File: src/rtl/swtx_pkg.sv
package swtx_pkg;

  typedef enum logic [1:0] {
    ST_IDLE   = 2'd0,
    ST_LOW    = 2'd1,
    ST_SPEED  = 2'd2,
    ST_WAITHI = 2'd3
  } swtx_state_e;

  // Width needed to count 0..n-1 (at least 1 bit)
  function automatic int unsigned swtx_cnt_w(input int unsigned n);
    int unsigned w;
    w = 1;
    while ((1 << w) < n) w = w + 1;
    return w;
  endfunction

  // True when the running count is on the last cycle of a phase of 'len' cycles
  function automatic logic swtx_last(input int unsigned cnt, input int unsigned len);
    return (cnt + 1) >= len;
  endfunction

  // Edge index (counting from the edge that first samples the line low)
  // at which the drive for a 0 bit begins
  function automatic int unsigned swtx_drive_edge(input int unsigned sync_stages);
    return sync_stages + 1;
  endfunction

endpackage

File: src/rtl/swtx_sync.sv
module swtx_sync #(
  parameter int unsigned STAGES = 2
) (
  input  logic clk,
  input  logic rst_n,
  input  logic line_raw,
  output logic line_sync,
  output logic fall_evt
);

  logic [STAGES-1:0] chain;
  logic              prev_q;

  generate
    for (genvar i = 0; i < STAGES; i++) begin : g_stage
      if (i == 0) begin : g_first
        always_ff @(posedge clk or negedge rst_n) begin
          if (!rst_n) chain[0] <= 1'b1;
          else        chain[0] <= line_raw;
        end
      end else begin : g_next
        always_ff @(posedge clk or negedge rst_n) begin
          if (!rst_n) chain[i] <= 1'b1;
          else        chain[i] <= chain[i-1];
        end
      end
    end
  endgenerate

  always_ff @(posedge clk or negedge rst_n) begin
    if (!rst_n) prev_q <= 1'b1;
    else        prev_q <= chain[STAGES-1];
  end

  assign line_sync = chain[STAGES-1];
  assign fall_evt  = prev_q & ~chain[STAGES-1];

endmodule

File: src/rtl/swtx_seq.sv
module swtx_seq
  import swtx_pkg::*;
#(
  parameter int unsigned LOW_CYCLES   = 13,
  parameter int unsigned SPEED_CYCLES = 1
) (
  input  logic        clk,
  input  logic        rst_n,
  input  logic        fall_evt,
  input  logic        line_sync,
  input  logic        tx_en,
  input  logic        tx_bit,
  output swtx_state_e state,
  output logic        bit_done,
  output logic        start_zero,
  output logic        start_one
);

  localparam int unsigned PHASE_MAX = (LOW_CYCLES > SPEED_CYCLES) ? LOW_CYCLES : SPEED_CYCLES;
  localparam int unsigned CNT_W     = swtx_cnt_w(PHASE_MAX);

  swtx_state_e        state_q, state_d;
  logic [CNT_W-1:0]   cnt_q, cnt_d;
  logic               done_q, done_d;

  assign start_zero = (state_q == ST_IDLE) && fall_evt && tx_en && !tx_bit;
  assign start_one  = (state_q == ST_IDLE) && fall_evt && tx_en &&  tx_bit;

  always_comb begin
    state_d = state_q;
    cnt_d   = cnt_q;
    done_d  = 1'b0;
    unique case (state_q)
      ST_IDLE: begin
        cnt_d = '0;
        if (start_zero)     state_d = ST_LOW;
        else if (start_one) state_d = ST_WAITHI;
      end
      ST_LOW: begin
        if (swtx_last(int'(cnt_q), LOW_CYCLES)) begin
          state_d = ST_SPEED;
          cnt_d   = '0;
        end else begin
          cnt_d = cnt_q + 1'b1;
        end
      end
      ST_SPEED: begin
        if (swtx_last(int'(cnt_q), SPEED_CYCLES)) begin
          state_d = ST_WAITHI;
          cnt_d   = '0;
        end else begin
          cnt_d = cnt_q + 1'b1;
        end
      end
      ST_WAITHI: begin
        if (line_sync) begin
          state_d = ST_IDLE;
          done_d  = 1'b1;
        end
      end
      default: state_d = ST_IDLE;
    endcase
  end

  always_ff @(posedge clk or negedge rst_n) begin
    if (!rst_n) begin
      state_q <= ST_IDLE;
      cnt_q   <= '0;
      done_q  <= 1'b0;
    end else begin
      state_q <= state_d;
      cnt_q   <= cnt_d;
      done_q  <= done_d;
    end
  end

  assign state    = state_q;
  assign bit_done = done_q;

endmodule

File: src/rtl/swtx_drive.sv
module swtx_drive
  import swtx_pkg::*;
(
  input  swtx_state_e state,
  output logic        pad_oe,
  output logic        pad_out
);

  always_comb begin
    pad_oe  = 1'b0;
    pad_out = 1'b0;
    unique case (state)
      ST_LOW:   begin pad_oe = 1'b1; pad_out = 1'b0; end
      ST_SPEED: begin pad_oe = 1'b1; pad_out = 1'b1; end
      default:  begin pad_oe = 1'b0; pad_out = 1'b0; end
    endcase
  end

endmodule

File: src/rtl/swtx_bit_tx.sv
module swtx_bit_tx
  import swtx_pkg::*;
#(
  parameter int unsigned SYNC_STAGES  = 2,
  parameter int unsigned LOW_CYCLES   = 13,
  parameter int unsigned SPEED_CYCLES = 1
) (
  input  logic clk,
  input  logic rst_n,
  input  logic line_raw,
  input  logic tx_en,
  input  logic tx_bit,
  output logic pad_oe,
  output logic pad_out,
  output logic bit_done
);

  // Named internal events, visible to the bound checker
  logic        line_sync;
  logic        fall_evt;
  logic        start_zero;
  logic        start_one;
  swtx_state_e state;

  swtx_sync #(.STAGES(SYNC_STAGES)) u_sync (
    .clk       (clk),
    .rst_n     (rst_n),
    .line_raw  (line_raw),
    .line_sync (line_sync),
    .fall_evt  (fall_evt)
  );

  swtx_seq #(
    .LOW_CYCLES   (LOW_CYCLES),
    .SPEED_CYCLES (SPEED_CYCLES)
  ) u_seq (
    .clk        (clk),
    .rst_n      (rst_n),
    .fall_evt   (fall_evt),
    .line_sync  (line_sync),
    .tx_en      (tx_en),
    .tx_bit     (tx_bit),
    .state      (state),
    .bit_done   (bit_done),
    .start_zero (start_zero),
    .start_one  (start_one)
  );

  swtx_drive u_drive (
    .state   (state),
    .pad_oe  (pad_oe),
    .pad_out (pad_out)
  );

endmodule

File: config.mk
export PLATFORM = sky130hd
export DESIGN_NAME = swtx_bit_tx
export DESIGN_NICKNAME = d
export VERILOG_FILES = /design/src/rtl/swtx_pkg.sv /design/src/rtl/swtx_sync.sv /design/src/rtl/swtx_seq.sv /design/src/rtl/swtx_drive.sv /design/src/rtl/swtx_bit_tx.sv
export SDC_FILE = /design/constraint.sdc
export NUM_CORES = 1
export LEC_CHECK = 0
export BUFFER_PORTS_ARGS = -buffer_cell sky130_fd_sc_hd__buf_2
export CAP_MARGIN = 20
export CORE_AREA = 2 2 39 41
export DETAILED_ROUTE_END_ITERATION = 6
export DIE_AREA = 0 0 41 43
export GPL_ROUTABILITY_DRIVEN = 1
export PLACE_DENSITY_LB_ADDON = 0.1
export RECOVER_POWER = 50
export SLEW_MARGIN = 20
export SYNTH_ARGS = -nofsm -noshare
export SYNTH_HDL_FRONTEND = slang
export SYNTH_HIERARCHICAL = 1
export SYNTH_SLANG_ARGS = --single-unit
File: constraint.sdc
create_clock -name clk -period 1.67 [get_ports clk]
set_input_delay 0.0835 -clock clk [delete_from_list [all_inputs] [get_ports clk]]
set_output_delay 0.0835 -clock clk [all_outputs]
set_load 0.1 [all_outputs]
======== After elaboration in Yosys (flattened, before gate mapping) ========
Index checks and enable logic that the tools add are counted.
Widths: inputs -> output; s select.
storage, ports and cells
  flip-flop bits (word level) ............. 10
  input bits .............................. 5
  logic and storage cells ................. 41
  output and inout bits ................... 3
cells by class
  reductions and logical operators ........ 9
  magnitude comparators ................... 2
  equality and inequality tests ........... 7
  $add $sub $neg .......................... 2
  bitwise gates (word level) .............. 2
  muxes and demuxes ....................... 13
operators with widths
  kind                 number
  $ge 32x1->1 const B  1
  $ge 32x4->1 const B  1
  $pmux 4 s3           1
  $mux 2               5
  $mux 4               2
  $pmux 2 s4           1
  $ne 2x2->1 const B   3
  $add 4x1->5 const B  1
  $add 4x1->4 const B  1
  $eq 2x2->1 const B   2
  $logic_and 1x1->1    4
  $mux 1               4
  $reduce_and 4->1     1
  $ne 3x3->1 const B   1
  $reduce_bool 3->1    1
  $eq 2x1->1 const B   1
  $logic_not 2->1      1
  $reduce_or 2->1      1
  $and 1x1->1          1
  $logic_not 1->1      1
  $not 1->1            1

======== Logic depth before layout (Yosys ltp) ========
  word-level depth ........................ 8
  gate-level depth with buffers ........... 6
  mapped depth without buffers ............ 6

======== By module ========
The synthesis kept the hierarchy.
modules (own cells, without submodules)
  module      area an instance (um2)  instances  cells an instance  sequential area each (um2)
  swtx_seq    495.5                   1          56                 175.2
  swtx_sync   92.6                    1          4                  78.8
  swtx_drive  20.0                    1          3                  0.0

======== Least setup slack after synthesis ========
No wires, ideal clock.
  path type ............................... reg-to-reg
  from .................................... register u_seq.cnt_q[0]
  to ...................................... register u_seq.state_q[1] (netlist: u_seq/state[1])
  buffers on the path ..................... 0
  slack ................................... 0.066 ns
  library setup time ...................... 0.125 ns
  stages on the path, launching flop included .. 7
  arrival time ............................ 1.479 ns
  data required time ...................... 1.545 ns
  period minus slack after synthesis ...... 1.604 ns
  cell sequence ........................... dfrtp_1 > inv_1 > ha_1 > nor2_1 > nand4b_1 > o21ai_2 > mux2_2
between the ends
  cells in the longest elaborated chain, start to end .. 4
  elaborated cells on any way between the ends .. 6
  those cells by class .................... add/sub (1); order compare (2); eq/ne (2); reduce/logical (1)
ends and longest elaborated chain
  element                                            RTL line        text
  start, declared                                    swtx_seq.sv:23  logic [CNT_W-1:0] cnt_q, cnt_d;
  start signal, assigned                             swtx_seq.sv:72  cnt_q <= cnt_d;
  $add 4x1->5 (*)                                    swtx_pkg.sv:20  return (cnt + 1) >= len;
  $ge 32x4->1 / $ge 32x1->1 (equally long branches)  swtx_pkg.sv:20
  $ne 2x2->1 (no source line)                        n/a
  $reduce_and 4->1 (no source line) (*)              n/a
  end signal, assigned                               swtx_seq.sv:71  state_q <= state_d;
  end, declared                                      swtx_seq.sv:22  swtx_state_e state_q, state_d;
Every way passes the cells marked *; elsewhere a longest branch is shown, timed or not.
A chain may end at the register's enable or synchronous reset.

======== Worst setup path in the final report ========
  from .................................... register u_seq.state_q[1] (netlist: u_seq/state[1])
  to ...................................... register u_seq.state_q[1] (netlist: u_seq/state[1])
between the ends
  cells in the longest elaborated chain, start to end .. 6
  elaborated cells on any way between the ends .. 15
  those cells by class .................... eq/ne (7); mux (2); reduce/logical (6)
ends and longest elaborated chain
  element                                                                 RTL line
  $logic_not 2->1                                                         swtx_seq.sv:26, swtx_seq.sv:27, swtx_seq.sv:33
  $logic_and 1x1->1 (2 in a row)                                          swtx_seq.sv:26, swtx_seq.sv:27
  $logic_and 1x1->1 (on tied branches)                                    swtx_seq.sv:26, swtx_seq.sv:27
  $ne 3x3->1 (no source line) / $mux 2 (equally long branches)            n/a
  $reduce_and 4->1 (no source line) / $pmux 2 s4 (equally long branches)  n/a
Parallel ways exist; a longest one is shown, timed or not.

==> impl_results.md <==
- Status: finished, final reports clean
- Antenna violations before repair: 0
- N_diodes: 0
- Port buffer count: 7
- Slowest CP cell: dfrtp_2
- DRT iter0 DRCs: 4
- MaxCap Viol Count: 0
- Gate Count Post-Synth: 61
- Data arrival, critical path: about 1700 ps
- Min setup slack post-route: ~90 ps
- Cell Count, Final, Fillers Out: 95
- CP Launch Type: flip-flop
- Hold Crit Class: input port to flip-flop
- Mean Syn Cell Area: a little under 10 um2
- Worst-path fanout max: 5
- Area of the core: ~1400 um2
- Crit path max-delay family: compound AO/OA/AOI/OAI gates
- Clock skew: 1.85 ps
- GRT Overall Usage: 0.149
- Drt wl/cell: around 11 um
- Vias per cell: about 4.8
- Die area: 1760 um2
- Clock buffer depth: 2
- CTS H-tree depth: 1
- Final ANT Viol Nets: 0
- Final RePlAce weighted congestion: 0.661
- Fin crit share: 0.946
- GRT overflow: 0
- Layout cells sized above 1: 0.342
- Clk Latency, worst-skew pair: 260 ps
- IO Count: 8
- Crit-path cells: inv_2 -> ha_1 -> a21boi_2 -> a221oi_2 -> o21ai_2 -> mux2_2
- Crit end category: flip-flop
- Critical path class: flip-flop to flip-flop
- Required @ worst endpoint: about 1800 ps
- Area Growth Syn to Fin: 25.4%
- Hpwl dp: ~780 um
- Initial Utilization: 0.434
- First-pass detailed-route iteration total: 2
- Die Span Y: approximately 43 um
- WL final: ~1.1 mm
- Buf/Inv on CP: 1
- Minimum clock period: ~1600 ps
- Clock-pin slew on the worst setup and hold paths: 70 ps
- DRC Markers: 0
- Mapped cell area: ~600 um2
- Row count: 14
- Critical Path Max Stage Delay: a little over 400 ps
- Pins over their slew limit: 0
- First-pass GRT wire length: between 1.5 and 2 mm
- Fill cell count: approximately 130
- Vias in the first global route: between 400 and 500
- Worst Tran Pin Value: ~550 ps
- Setup Viol. Count Final: 0
- Worst hold margin: about 250 ps
- CTS buffer count: 3
- Chip Width: around 41 um
- Post-Place Cells: 86
- Synth warnings: 6
- CTS sink count: 10
- Largest net degree at the start of global routing: 11
- Post-place setup slack: ~50 ps
- Final Hold Fails: 0
- Rel. slew slack: 0.635
- CTS root buf: clkbuf_4
- Synthesized Nets: 74
- F_max: about 0.63 GHz
- Fin nets: 93
- TritonCTS clock tree: done
- Via count: 453
==> metrics by stage <==
stage,setup TNS [ps],area [um2],util
after floorplan,0,601,-
after global placement,0,671,0.485
after detailed placement,0,671,0.485
after CTS,0,727,0.525
after global routing,-9.18,753,0.544
final,0,753,0.544
==> routing by layer <==
metal  global-route usage  share of wire  up-vias
met3               0.0524          0.034        0
met1                0.219           0.50      206
met5                    0              0        -
li1                     -              -      240
met2                0.194           0.46        7
met4               0.0600              0        0
==> what timing repair did <==
action                                 4_1_cts  5_1_grt
endpoints found under the hold margin       11        0
resized for setup                            0        3
setup buffers                                0        3
hold buffers                                 2        0
setup endpoints to repair                    0        2
==> sequential cells by signal, summed over array words and instances, names as in the netlist <==
name	flops
u_sync/prev_q	1
u_seq/bit_done	1
u_seq/state	2
u_seq/cnt_q	4
u_sync/line_sync	1
u_sync/chain	1
==> final timing paths <==
path	startpoint	to	slack [ps]	cells after the start
setup reg to reg	u_seq/state[1]	u_seq/state[1]	90	6
hold / removal	tx_bit	u_seq/state[1]	250	4
hold reg to reg	u_sync/chain[0]	u_sync/line_sync	360	0
max in group asynchronous	rst_n	u_seq/state[1]	970	2
min in group asynchronous	rst_n	u_seq/cnt_q[0]	310	2
setup / recovery	u_seq/state[1]	u_seq/state[1]	90	6
==> worst reg2reg max path: cells and delay by family, from the launching register on <==
kind	cells	cell delay, ps
DFF	1	410
buffers and inverters	1	60
AOI/OAI and AO/OA	3	530
adders and majority gates	1	170
muxes	1	280
==> cell usage in the layout, fill, tap and decap left out, types with 3 or more instances in the layout <==
cell type,instances
buf_2,6
buf_4,6
clkbuf_4,3
dfrtp_1,6
dfstp_2,3
ha_1,8
inv_1,8
nand2_1,5
nand3_1,3
nor2_1,5
o21ai_0,3
==> layout make-up <==
| class | instances | area [um2] | area share |
|---|---|---|---|
| Clock buffer | 4 | 36.3 | 0.0482 |
| Inverter | 9 | 33.8 | 0.0449 |
| Sequential cell | 10 | 255 | 0.339 |
| Timing Repair Buffer | 15 | 98.8 | 0.131 |
| Multi-Input combinational cell | 41 | 309 | 0.410 |
| Tap cell | 16 | 20.0 | 0.0266 |
Power is not shown: default switching activity piles up to over one toggle a cycle in this logic, so the estimate is an artifact.
